File: config.mk
export PLATFORM = sky130hd
export DESIGN_NAME = rstc_top
export DESIGN_NICKNAME = d
export VERILOG_FILES = /design/src/rtl/rstc_pkg.sv /design/src/rtl/rstc_src_arb.sv /design/src/rtl/rstc_wdog_qual.sv /design/src/rtl/rstc_seq.sv /design/src/rtl/rstc_top.sv
export SDC_FILE = /design/constraint.sdc
export NUM_CORES = 1
export LEC_CHECK = 0
export BUFFER_PORTS_ARGS = -buffer_cell sky130_fd_sc_hd__buf_2
export CORE_ASPECT_RATIO = 0.8
export CORE_UTILIZATION = 30
export CTS_CLUSTER_DIAMETER = 40
export DETAILED_ROUTE_END_ITERATION = 10
export PLACE_DENSITY = 0.51
export SETUP_SLACK_MARGIN = 0.4
export SYNTH_ARGS = -nofsm -noshare
export SYNTH_HDL_FRONTEND = slang
export SYNTH_SLANG_ARGS = --single-unit
File: constraint.sdc
create_clock -name clk -period 2.64 [get_ports clk]
set_clock_uncertainty 0.05 [all_clocks]
set_input_delay 0 -clock clk [delete_from_list [all_inputs] [get_ports clk]]
set_output_delay 0 -clock clk [all_outputs]
set_load 0.02 [all_outputs]
File: src/rtl/rstc_pkg.sv
package rstc_pkg;

   typedef enum logic [2:0] {
      PH_RUN    = 3'd0,
      PH_SETTLE = 3'd1,
      PH_HOLD   = 3'd2,
      PH_REL    = 3'd3,
      PH_VLO    = 3'd4,
      PH_VHI    = 3'd5
   } phase_t;

   localparam int NSRC     = 4;
   localparam int SRC_POR  = 0;
   localparam int SRC_WDOG = 1;
   localparam int SRC_ILL  = 2;
   localparam int SRC_PIN  = 3;

endpackage

File: src/rtl/rstc_src_arb.sv
module rstc_src_arb
   import rstc_pkg::*;
(
   input  logic            por_pulse,
   input  logic            wdog_ovf,
   input  logic            illop_stb,
   input  logic            stop_stb,
   input  logic            stop_en,
   input  logic            pin_req,
   output logic [NSRC-1:0] pick
);

   logic [NSRC-1:0] raw;

   always_comb begin
      raw           = '0;
      raw[SRC_POR]  = por_pulse;
      raw[SRC_WDOG] = wdog_ovf;
      raw[SRC_ILL]  = illop_stb | (stop_stb & ~stop_en);
      raw[SRC_PIN]  = pin_req;
   end

   // lower index wins
   for (genvar i = 0; i < NSRC; i++) begin : g_pri
      if (i == 0) begin : g_first
         assign pick[i] = raw[i];
      end else begin : g_rest
         assign pick[i] = raw[i] & ~(|raw[i-1:0]);
      end
   end

endmodule

File: src/rtl/rstc_wdog_qual.sv
module rstc_wdog_qual (
   input  logic monitor_mode,
   input  logic break_state,
   input  logic vtst_rst,
   input  logic vtst_irq,
   output logic wdog_disable
);

   logic hv_any;
   logic mon_ok;
   logic brk_ok;

   always_comb begin
      hv_any       = vtst_rst | vtst_irq;
      mon_ok       = monitor_mode & hv_any;
      brk_ok       = break_state & vtst_rst;
      wdog_disable = mon_ok | brk_ok;
   end

endmodule

File: src/rtl/rstc_seq.sv
module rstc_seq
   import rstc_pkg::*;
#(
   parameter int SETTLE_CYCLES = 4096,
   parameter int WIN_CYCLES    = 32
) (
   input  logic            clk,
   input  logic            por_pulse,
   input  logic [NSRC-1:0] pick,
   output phase_t          phase,
   output logic [NSRC-1:0] status
);

   localparam int MAXC = (SETTLE_CYCLES > WIN_CYCLES) ? SETTLE_CYCLES : WIN_CYCLES;
   localparam int CW   = $clog2(MAXC);

   if (SETTLE_CYCLES < 2) begin : g_bad_settle
      $error("rstc_seq: SETTLE_CYCLES must be at least 2");
   end
   if (WIN_CYCLES < 2) begin : g_bad_win
      $error("rstc_seq: WIN_CYCLES must be at least 2");
   end

   logic [CW-1:0]   cnt, cnt_nx;
   phase_t          ph_nx;
   logic [NSRC-1:0] st_nx;
   logic            hit;
   logic            last;

   always_comb begin
      hit  = |pick[NSRC-1:1];
      last = (phase == PH_SETTLE) ? (cnt == CW'(SETTLE_CYCLES - 1))
                                  : (cnt == CW'(WIN_CYCLES - 1));
      ph_nx  = phase;
      cnt_nx = cnt + 1'b1;
      st_nx  = status;
      case (phase)
         PH_RUN: begin
            cnt_nx = '0;
            if (hit) begin
               ph_nx = PH_HOLD;
               st_nx = pick;
            end
         end
         PH_SETTLE: begin
            if (hit) st_nx = status | pick;
            if (last) begin
               ph_nx  = PH_HOLD;
               cnt_nx = '0;
            end
         end
         PH_HOLD, PH_REL: begin
            if (hit) begin
               st_nx  = status | pick;
               cnt_nx = '0;
            end else if (last) begin
               ph_nx  = (phase == PH_HOLD) ? PH_REL : PH_VLO;
               cnt_nx = '0;
            end
         end
         PH_VLO, PH_VHI: begin
            cnt_nx = '0;
            if (hit) begin
               st_nx = status | pick;
               ph_nx = PH_REL;
            end else begin
               ph_nx = (phase == PH_VLO) ? PH_VHI : PH_RUN;
            end
         end
         default: begin
            ph_nx  = PH_RUN;
            cnt_nx = '0;
         end
      endcase
   end

   always_ff @(posedge clk or posedge por_pulse) begin
      if (por_pulse) begin
         phase  <= PH_SETTLE;
         cnt    <= '0;
         status <= NSRC'(1) << SRC_POR;
      end else begin
         phase  <= ph_nx;
         cnt    <= cnt_nx;
         status <= st_nx;
      end
   end

endmodule

File: src/rtl/rstc_top.sv
module rstc_top
   import rstc_pkg::*;
#(
   parameter int          SETTLE_CYCLES = 4096,
   parameter int          WIN_CYCLES    = 32,
   parameter int          VEC_W         = 16,
   parameter logic [15:0] VEC_BASE      = 16'hFFFE
) (
   input  logic             clk,
   input  logic             por_pulse,
   input  logic             wdog_ovf,
   input  logic             illop_stb,
   input  logic             stop_stb,
   input  logic             stop_en,
   input  logic             pin_level,
   input  logic             monitor_mode,
   input  logic             break_state,
   input  logic             vtst_rst,
   input  logic             vtst_irq,
   output logic             int_rst,
   output logic             clk_run,
   output logic             rst_pin_low,
   output logic [3:0]       status,
   output logic             vec_valid,
   output logic [VEC_W-1:0] vec_addr,
   output logic             wdog_disable
);

   if (VEC_W != 16) begin : g_bad_w
      $error("rstc_top: VEC_W must be 16");
   end
   if (VEC_BASE[0] != 1'b0) begin : g_bad_base
      $error("rstc_top: VEC_BASE must be even");
   end
   if (NSRC != 4) begin : g_bad_src
      $error("rstc_top: status width mismatch");
   end

   phase_t          phase;
   logic [NSRC-1:0] pick;
   logic            running;
   logic            pin_req;

   assign running = (phase == PH_RUN);
   assign pin_req = ~pin_level & running;

   rstc_src_arb u_arb (
      .por_pulse (por_pulse),
      .wdog_ovf  (wdog_ovf),
      .illop_stb (illop_stb),
      .stop_stb  (stop_stb),
      .stop_en   (stop_en),
      .pin_req   (pin_req),
      .pick      (pick)
   );

   rstc_seq #(
      .SETTLE_CYCLES (SETTLE_CYCLES),
      .WIN_CYCLES    (WIN_CYCLES)
   ) u_seq (
      .clk       (clk),
      .por_pulse (por_pulse),
      .pick      (pick),
      .phase     (phase),
      .status    (status)
   );

   rstc_wdog_qual u_wq (
      .monitor_mode (monitor_mode),
      .break_state  (break_state),
      .vtst_rst     (vtst_rst),
      .vtst_irq     (vtst_irq),
      .wdog_disable (wdog_disable)
   );

   always_comb begin
      int_rst     = (phase == PH_SETTLE) | (phase == PH_HOLD) | (phase == PH_REL);
      clk_run     = (phase != PH_SETTLE);
      rst_pin_low = (phase == PH_SETTLE) | (phase == PH_HOLD);
      vec_valid   = (phase == PH_VLO) | (phase == PH_VHI);
      case (phase)
         PH_VLO:  vec_addr = VEC_BASE;
         PH_VHI:  vec_addr = VEC_BASE | 16'h0001;
         default: vec_addr = '0;
      endcase
   end

endmodule

==> impl_metrics.py <==
metrics = {
    "timing": {
        "rsz0062_at_grt": "no",
        "setup_violations": 0,
        "worst_pin_slew_ns": 0.744,
        "relSlewSlack_pct": 50.4,
        "hold_violations": 0,
        "drv_slew": 0,
        "min_period_ns": 1.76,
        "setup_ws_ns": 0.876,
        "fmax_ghz": 0.567,
        "setup_tns_ns": 0,
        "post-route-period-util_pct": 66.8,
    },
    "routing": {
        "routed_via_density": 4.81,
        "wl_mm": 2.71,
        "postRouteAntennaNets": 0,
        "dr.pass1.iters": 4,
        "drt-initial-drc-count": 39,
        "vias": 1034,
        "drc": 0,
        "wl_per_cell_um": 12.6,
    },
    "logic_synthesis": {
        "synth_area_leaders": "dfrtp_1 33%, buf_4 9.3%, xor2_1 5.4%",
        "avgSynthCellArea_um2": 9.36,
        "netlist.area_leader.share_pct": 32.9,
        "syn_nets": 150,
        "syn_inst": 138,
        "dominantRegCellSynth": "dfrtp_1",
        "async_reset_ff_share_pct": 100,
        "synth_area_mm2": 0.00129,
        "yosysUniqueCellTypes": 42,
        "yosysSeqAreaShare_pct": 37.0,
        "synth_edf_count": 0,
        "synth_area_leader_cell": "dfrtp_1",
        "ys_ff_latch": 19,
        "yosys_warnings": 0,
    },
    "layout": {
        "nFillCells": 427,
        "syn2layout_area_growth_pct": 13.4,
        "final_common_cell": "buf_2",
        "n_antenna_cell": 0,
        "layout_common_cells": "35 x buf_2, 17 x dfrtp_1, 11 x nor3_1, 9 x nor2_1",
        "layout-drive-gt1-share_pct": 34.4,
        "nets": 173,
    },
    "setup_path": {
        "slowest_delay_ns": 0.62,
        "crit_type": "register to register",
        "critPathTopFamily": "flip-flops",
        "crit_slowest_cell": "dfstp_2",
        "crit_fanout": 8,
        "arrival_ns": 1.85,
        "critPathLaunchType": "register",
        "path_buf_inv": 0,
        "required_ns": 2.73,
        "critPathCaptureType": "register",
        "path_cells": "nor3b_4, nand3_2, a2111oi_2, o21ai_2",
    },
    "grt": {
        "grt_max_degree": 20,
        "grt_pass1_wl_mm": 4.52,
        "grt_pass1_vias": 981,
        "grt_usage_pct": 12.9,
        "antenna_found_initial": 0,
        "grt_overflow": 0,
    },
    "power_and_ir_drop": {
        "finalPower_mw": 0.709,
        "p_leak_nw": 0.696,
        "peakVddDrop_uv": 226,
        "power_density_mw_per_mm2": 484,
    },
    "die": {
        "io_pins": 36,
        "floorplan.initialDensity_pct": 32.7,
        "die_w_um": 75.4,
        "fp-row-count": 20,
        "core_mm2": 0.00395,
        "die_y_um": 60.7,
        "die_area_mm2": 0.00457,
    },
    "flow_run": {
        "drv_cap": 0,
    },
    "clocking": {
        "cts_made_buffers": 3,
        "cts-root-buf": "clkbuf_8",
        "cts_sinks": 19,
        "cts_setup_buffers": 0,
        "htreeDepth": 1,
        "clock_path_buffers": 2,
        "cts_tree": "built",
        "clkLatencyLatePin_ns": 0.26,
        "clk_pin_slew_ns": 0.08,
    },
    "placed_design": {
        "place_congestion": 0.755,
        "place_ws_ns": 0.880,
        "hpwl_mm": 2.03,
        "portBuffers": 35,
    },
    "status": {
        "status": "finished, final reports clean",
    },
    "min_path": {
        "min_path_type": "input port to register",
    },
}
## worst paths after layout
path,slack [ns],depth (start not counted),end,from
max in group asynchronous,1.64,3,u_seq.cnt[2],por_pulse
worst max-delay path,0.88,4,u_seq.phase[1],u_seq.phase[0]
worst max register to register,0.88,4,u_seq.phase[1],u_seq.phase[0]
worst min register to register,0.44,1,u_seq.status[0],u_seq.status[0]
min in group asynchronous,0.42,3,u_seq.phase[2],por_pulse
worst min-delay path,0.06,3,u_seq.status[3],pin_level
## registers in the layout, summed over array words and instances (netlist names)
register and count:
u_seq.cnt 12, u_seq.phase 3, u_seq.status 4
## tightest hold or removal path: stages
cell    delay [ns]
buf_2         0.11
nor2_1        0.05
o22a_1        0.17
## timing repair
action	4_1_cts	5_1_grt
hold buffers	2	0
resized for setup	0	0
hold endpoints to repair	19	0
## cell families (layout without fill, tap and decap cells)
logic type	after synthesis	in the layout	share of synthesized area, %
DFF	19	19	37.0
AOI/OAI and AO/OA	23	23	15.4
buffers and inverters	26	48	13.2
and+or+nand+nor	59	59	26.6
xor gates and xnor gates	10	10	6.78
adders and majority gates	1	1	0.969
## per-stage QoR
| step | hold slack [ns] | util [%] | std cells | instance area, um^2 |
|---|---|---|---|---|
| 2_1_floorplan | -0.100 | - | 138 | 1290 |
| 3_3_place_gp | 0.183 | 35.4 | 209 | 1400 |
| 3_5_place_dp | 0.193 | 35.4 | 209 | 1400 |
| 4_1_cts | 0.0540 | 37.0 | 215 | 1460 |
| 5_1_grt | 0.0597 | 37.0 | 215 | 1460 |
| 6_report | 0.0617 | 37.0 | 215 | 1460 |
## layer usage
metal / track usage, % / wire length (um)
met1: 17.6 / 1300
met2: 21.6 / 1320
met3: 3.65 / 85
met4: 0.794 / 0
met5: 0 / 0
## synthesized netlist by cell type, drive strengths merged (3+ instances only)
master / number
buf: 21
nor2b: 4
dfrtp: 17
and4: 3
inv: 5
xor2: 8
nor2: 10
nand2: 8
a211oi: 3
nand3: 6
nor3: 11
a21oi: 5
nand4: 5
o21ai: 5
## report_power, final
part,total [mW],internal [mW],switching (mW)
clock network,0.207,0.107,0.0995
registers,0.361,0.323,0.0377
logic,0.142,0.0618,0.0799
## layout make-up
cell class                      instances  area, um^2  area share, %
Clock buffer                            4        45.0           3.08
Inverter                                5        18.8           1.28
Multi-Input combinational cell         93         643           43.9
Sequential cell                        19         478           32.6
Tap cell                               55        68.8           4.70
Timing Repair Buffer                   39         210           14.4
Note: power is estimated with default switching activity, not from simulation.
